### src/rtl/irq_agg_pkg.sv
package irq_agg_pkg;
    localparam int SRC_N  = 4;
    localparam int CODE_W = 3;

    // source index order inside a channel: also the priority order
    localparam int SRC_LINE  = 0;
    localparam int SRC_RX    = 1;
    localparam int SRC_TX    = 2;
    localparam int SRC_MODEM = 3;

    localparam logic [CODE_W-1:0] CODE_NONE = 3'd0;
    localparam logic [CODE_W-1:0] CODE_WAKE = 3'd7;

    typedef enum logic [1:0] {
        WK_AWAKE,
        WK_ASLEEP,
        WK_PEND,
        WK_PEND_ASLEEP
    } wake_st_t;
endpackage

### src/rtl/irq_src_chan.sv
module irq_src_chan
    import irq_agg_pkg::*;
#(
    parameter int NSRC = SRC_N,
    parameter int CW   = CODE_W
) (
    input  logic            clk,
    input  logic            rst_n,
    input  logic [NSRC-1:0] req,
    input  logic            ack,
    output logic            pend,
    output logic [CW-1:0]   code
);
    logic [NSRC-1:0] flags;

    always_ff @(posedge clk or negedge rst_n) begin
        if (!rst_n) begin
            flags <= '0;
        end else if (ack) begin
            flags <= req;
        end else begin
            flags <= flags | req;
        end
    end

    // lowest index wins; code = index + 1
    always_comb begin
        code = CODE_NONE;
        for (int i = NSRC - 1; i >= 0; i--) begin
            if (flags[i]) code = CW'(i + 1);
        end
    end

    assign pend = |flags;
endmodule

### src/rtl/irq_wake_fsm.sv
module irq_wake_fsm
    import irq_agg_pkg::*;
#(
    parameter int NUM_CH = 4
) (
    input  logic              clk,
    input  logic              rst_n,
    input  logic [NUM_CH-1:0] sleep,
    input  logic              wake_evt,
    input  logic              low_rd,
    output logic              wake_pend,
    output logic              armed
);
    wake_st_t st, st_nx;
    logic all_asleep, wake_cond;

    assign all_asleep = &sleep;
    assign wake_cond  = wake_evt | ~all_asleep;

    always_ff @(posedge clk or negedge rst_n) begin
        if (!rst_n) st <= WK_AWAKE;
        else        st <= st_nx;
    end

    always_comb begin
        st_nx = st;
        unique case (st)
            WK_AWAKE: begin
                if (all_asleep) st_nx = WK_ASLEEP;
            end
            WK_ASLEEP: begin
                if (wake_cond) st_nx = WK_PEND;
            end
            WK_PEND: begin
                if (low_rd && all_asleep) st_nx = WK_ASLEEP;
                else if (low_rd)          st_nx = WK_AWAKE;
                else if (all_asleep)      st_nx = WK_PEND_ASLEEP;
            end
            WK_PEND_ASLEEP: begin
                if (wake_cond)   st_nx = WK_PEND;
                else if (low_rd) st_nx = WK_ASLEEP;
            end
            default: st_nx = WK_AWAKE;
        endcase
    end

    always_comb begin
        wake_pend = 1'b0;
        armed     = 1'b0;
        unique case (st)
            WK_AWAKE:       ;
            WK_ASLEEP:      armed = 1'b1;
            WK_PEND:        wake_pend = 1'b1;
            WK_PEND_ASLEEP: begin
                wake_pend = 1'b1;
                armed     = 1'b1;
            end
            default:        ;
        endcase
    end
endmodule

### src/rtl/irq_status_pack.sv
module irq_status_pack
    import irq_agg_pkg::*;
#(
    parameter int NUM_CH = 4,
    parameter int CW     = CODE_W,
    parameter int WORD_W = 32
) (
    input  logic [NUM_CH-1:0]    pend,
    input  logic [NUM_CH*CW-1:0] codes,
    input  logic                 wake,
    output logic [WORD_W-1:0]    word
);
    localparam int FIELD_LO = 8;
    localparam int FIELD_HI = FIELD_LO + NUM_CH * CW;

    logic [NUM_CH-1:0]    bits;
    logic [NUM_CH*CW-1:0] fields;

    for (genvar n = 0; n < NUM_CH; n++) begin : g_ch
        if (n == 0) begin : g_wake
            assign bits[n]           = pend[n] | wake;
            assign fields[n*CW +: CW] = wake ? CODE_WAKE : codes[n*CW +: CW];
        end else begin : g_plain
            assign bits[n]           = pend[n];
            assign fields[n*CW +: CW] = codes[n*CW +: CW];
        end
    end

    always_comb begin
        word = '0;
        word[NUM_CH-1:0]          = bits;
        word[FIELD_HI-1:FIELD_LO] = fields;
    end
endmodule

### src/rtl/uart_irq_aggregator.sv
module uart_irq_aggregator
    import irq_agg_pkg::*;
#(
    parameter int NUM_CH = 4,
    parameter int WORD_W = 32
) (
    input  logic              clk,
    input  logic              rst_n,
    input  logic [NUM_CH-1:0] req_line,
    input  logic [NUM_CH-1:0] req_rx,
    input  logic [NUM_CH-1:0] req_tx,
    input  logic [NUM_CH-1:0] req_modem,
    input  logic [NUM_CH-1:0] ack,
    input  logic [NUM_CH-1:0] sleep,
    input  logic              wake_evt,
    input  logic              rd_stb,
    input  logic [3:0]        rd_lane,
    output logic [WORD_W-1:0] status,
    output logic              irq
);
    logic [NUM_CH-1:0]        pend;
    logic [NUM_CH*CODE_W-1:0] codes;
    logic                     wake_pend, armed, low_rd;

    assign low_rd = rd_stb & rd_lane[0];

    for (genvar n = 0; n < NUM_CH; n++) begin : g_chan
        logic [SRC_N-1:0] req_v;
        always_comb begin
            req_v            = '0;
            req_v[SRC_LINE]  = req_line[n];
            req_v[SRC_RX]    = req_rx[n];
            req_v[SRC_TX]    = req_tx[n];
            req_v[SRC_MODEM] = req_modem[n];
        end
        irq_src_chan #(.NSRC(SRC_N), .CW(CODE_W)) u_chan (
            .clk  (clk),
            .rst_n(rst_n),
            .req  (req_v),
            .ack  (ack[n]),
            .pend (pend[n]),
            .code (codes[n*CODE_W +: CODE_W])
        );
    end

    irq_wake_fsm #(.NUM_CH(NUM_CH)) u_wake (
        .clk      (clk),
        .rst_n    (rst_n),
        .sleep    (sleep),
        .wake_evt (wake_evt),
        .low_rd   (low_rd),
        .wake_pend(wake_pend),
        .armed    (armed)
    );

    irq_status_pack #(.NUM_CH(NUM_CH), .CW(CODE_W), .WORD_W(WORD_W)) u_pack (
        .pend (pend),
        .codes(codes),
        .wake (wake_pend),
        .word (status)
    );

    assign irq = (|pend) | wake_pend;
endmodule

### config.mk
export PLATFORM = sky130hd
export DESIGN_NAME = uart_irq_aggregator
export DESIGN_NICKNAME = d
export VERILOG_FILES = /design/src/rtl/irq_agg_pkg.sv /design/src/rtl/irq_src_chan.sv /design/src/rtl/irq_wake_fsm.sv /design/src/rtl/irq_status_pack.sv /design/src/rtl/uart_irq_aggregator.sv
export SDC_FILE = /design/constraint.sdc
export NUM_CORES = 1
export LEC_CHECK = 0
export ABC_AREA = 1
export BUFFER_PORTS_ARGS = -buffer_cell sky130_fd_sc_hd__buf_4
export CORE_ASPECT_RATIO = 2
export CORE_MARGIN = 1
export CORE_UTILIZATION = 44
export DETAILED_ROUTE_END_ITERATION = 16
export PLACE_DENSITY = 0.8
export RECOVER_POWER = 100
export SYNTH_ARGS = -nofsm -noshare
export SYNTH_HDL_FRONTEND = slang
export SYNTH_HIERARCHICAL = 1
export SYNTH_SLANG_ARGS = --single-unit
### constraint.sdc
create_clock -name clk -period 1.11 [get_ports clk]
set_clock_uncertainty 0.1 [all_clocks]
set_input_delay 0.0555 -clock clk [delete_from_list [all_inputs] [get_ports clk]]
set_output_delay 0.0555 -clock clk [all_outputs]
set_load 0.005 [all_outputs]
==> flow_metrics.tcl <==
set metrics [dict create \
    n_fill_cell 203 \
    drcViolationCount 0 \
    pwr-share-comb_pct 39.8 \
    cts.sinks 18 \
    p_sw_uw 711 \
    p_int_mw 1.52 \
    outcome "finished with violations" \
    clk_latency_ns 0.24 \
    drt_iter0_drc 18 \
    final.setup.tns_ns -2.16 \
    drive_gt1_share_pct 42.1 \
    finalWorstPathRequiredPeriod_ns 1.34 \
    final_nets 266 \
    syn_avg_cell_area_um2 7.51 \
    vias_per_cell 4.47 \
    p_leak_nw 1.03 \
    cp-end-kind "output port" \
    timing.final.ws_setup_ns -0.230 \
    fin_crit_sh_pct 121 \
    dp_hpwl_um 1660 \
    area_growth_pct 61.4 \
    root_buffer "clkbuf_8" \
    overflow 0 \
    seqPwrFrac_pct 36.9 \
    antenna_found_initial 0 \
    htreeDepth 1 \
    cp.required_ns 0.95 \
    stdcell_area_um2 1900 \
    ir_drop_v 0.00102 \
    routed_wl_um 2760 \
    crit_fanout 2 \
    dr.pass1.iters 4 \
    cap_violations 0 \
    antennaDiodeCount 0 \
    clkTransAtPathRegs_ns 0.07 \
    cts_made_buffers 3 \
    grt_pass1_vias 1136 \
    clock_tree.buffer_depth 2 \
    synth_warnings 6 \
    stdcell_count 261 \
    power_density_nw_per_um2 1170 \
    port_buffers 45 \
    cp.arrival_ns 1.18 \
    wire_per_inst_um 10.6 \
    syn-instance-count 157 \
    seq_area_um2 450 \
    antenna_left 0 \
    power_mw 2.23 \
    reg2regPathDepth 6 \
    grt_max_degree 19 \
    max_freq_mhz 746 \
    core_um2 2540 \
    start_util_pct 46.4 \
    drv_slew 0 \
    final-setup-viol-count 19 \
    track_usage_pct 19.0 \
    p_clk_share_pct 23.3 \
    place.gp.congestion 0.714 \
    rsz0062_at_grt "yes" \
    place_area_um2 1430 \
    grt_pass1_wl_um 4070 \
    place_ws_ns 0.0164 \
    placed_cells 221 \
    die_w_um 38.6 \
    switching_share_pct 31.9 \
    start_kind "flop" \
    rrSetupSlack_ns -0.10 \
    finalHoldViolCount 0 \
    cts_tree "yes" \
    dieHeight_um 75.2 \
    violations "negative setup slack" \
    syn-cell-area_um2 1180 \
    io_pins 65 \
    multiInputGateArea_um2 531 \
    hold_path_depth 6 \
    vias 1167 \
    rows 26 \
    die-area_um2 2900 \
    path_class "flop to output port" \
    hp-class "primary input to flop" \
]
[metrics by stage]
| step | hold slack [ns] | utilization [%] |
|---|---|---|
| final | 0.109 | 75.0 |
| after global routing | 0.161 | 75.0 |
| after CTS | 0.101 | 71.8 |
| after detailed placement | -0.166 | 56.4 |
| after global placement | -0.166 | 56.4 |
| after floorplan | -0.340 | - |
[worst max-delay path, stage by stage, from the launching register on]
cell and delay (ns):
dfrtp_1 0.39, nor2_2 0.13, nand2_1 0.09, nor2_1 0.11, nand3_1 0.07, buf_4 0.14
[repair_timing]
action | CTS | global route
setup buffers | 8 | 7
pin swaps | 13 | 9
setup endpoints to repair | 18 | 19
gates resized for setup | 20 | 16
hold endpoints to repair | 34 | 0
hold buffers | 21 | 0
[state kept, by name, indices dropped and copies added (netlist names)]
name and cells:
u_wake/st 2, g_chan.u_chan/flags 16
[power by group through the flow]
| stage | logic [mW] | clock network (mW) | registers (mW) |
|---|---|---|---|
| 6_report | 0.888 | 0.520 | 0.823 |
| 3_3_place_gp | 0.618 | 0 | 0.821 |
| 4_1_cts | 0.817 | 0.524 | 0.814 |
| 3_5_place_dp | 0.631 | 0 | 0.821 |
| 5_1_grt | 0.998 | 0.554 | 0.831 |
| 2_1_floorplan | 0.430 | 0 | 0.807 |
[layout by cell type (no fill, tap or decap), types with 6 or more instances in the layout]
cell type / count
nand2_2: 6
nor2_1: 9
nor2_2: 10
conb_1: 16
o21bai_1: 12
dlygate4sd3_1: 21
buf_4: 44
nand2_1: 27
buf_6: 10
dfrtp_1: 18
clkbuf_4: 6
nand3_1: 6
inv_1: 21
[final timing paths]
check / from / endpoint
max reg2reg: u_wake/st[1] / u_wake/st[1]
min in group asynchronous: rst_n / g_chan[3].u_chan/flags[2]
min: wake_evt / u_wake/st[0]
max in group asynchronous: rst_n / g_chan[2].u_chan/flags[3]
max: g_chan[3].u_chan/flags[1] / irq
min reg2reg: g_chan[3].u_chan/flags[3] / g_chan[3].u_chan/flags[3]
[layer usage]
| layer | vias to the layer above | wire length, um | GRT usage [%] |
|---|---|---|---|
| met5 | - | 0 | 0 |
| met4 | 0 | 13 | 5.36 |
| met3 | 2 | 121 | 3.24 |
| met2 | 43 | 1750 | 40.2 |
| met1 | 543 | 873 | 15.9 |
| li1 | 579 | - | - |
[layout make-up]
type / instances / area share [%]
flip-flops and latches: 18 / 23.7
multi-input cells: 97 / 27.9
repair buffers: 86 / 37.8
clock buffers: 4 / 2.89
inverters: 28 / 5.92
well taps: 28 / 1.84
No activity file was read; power rests on OpenSTA's default activity.
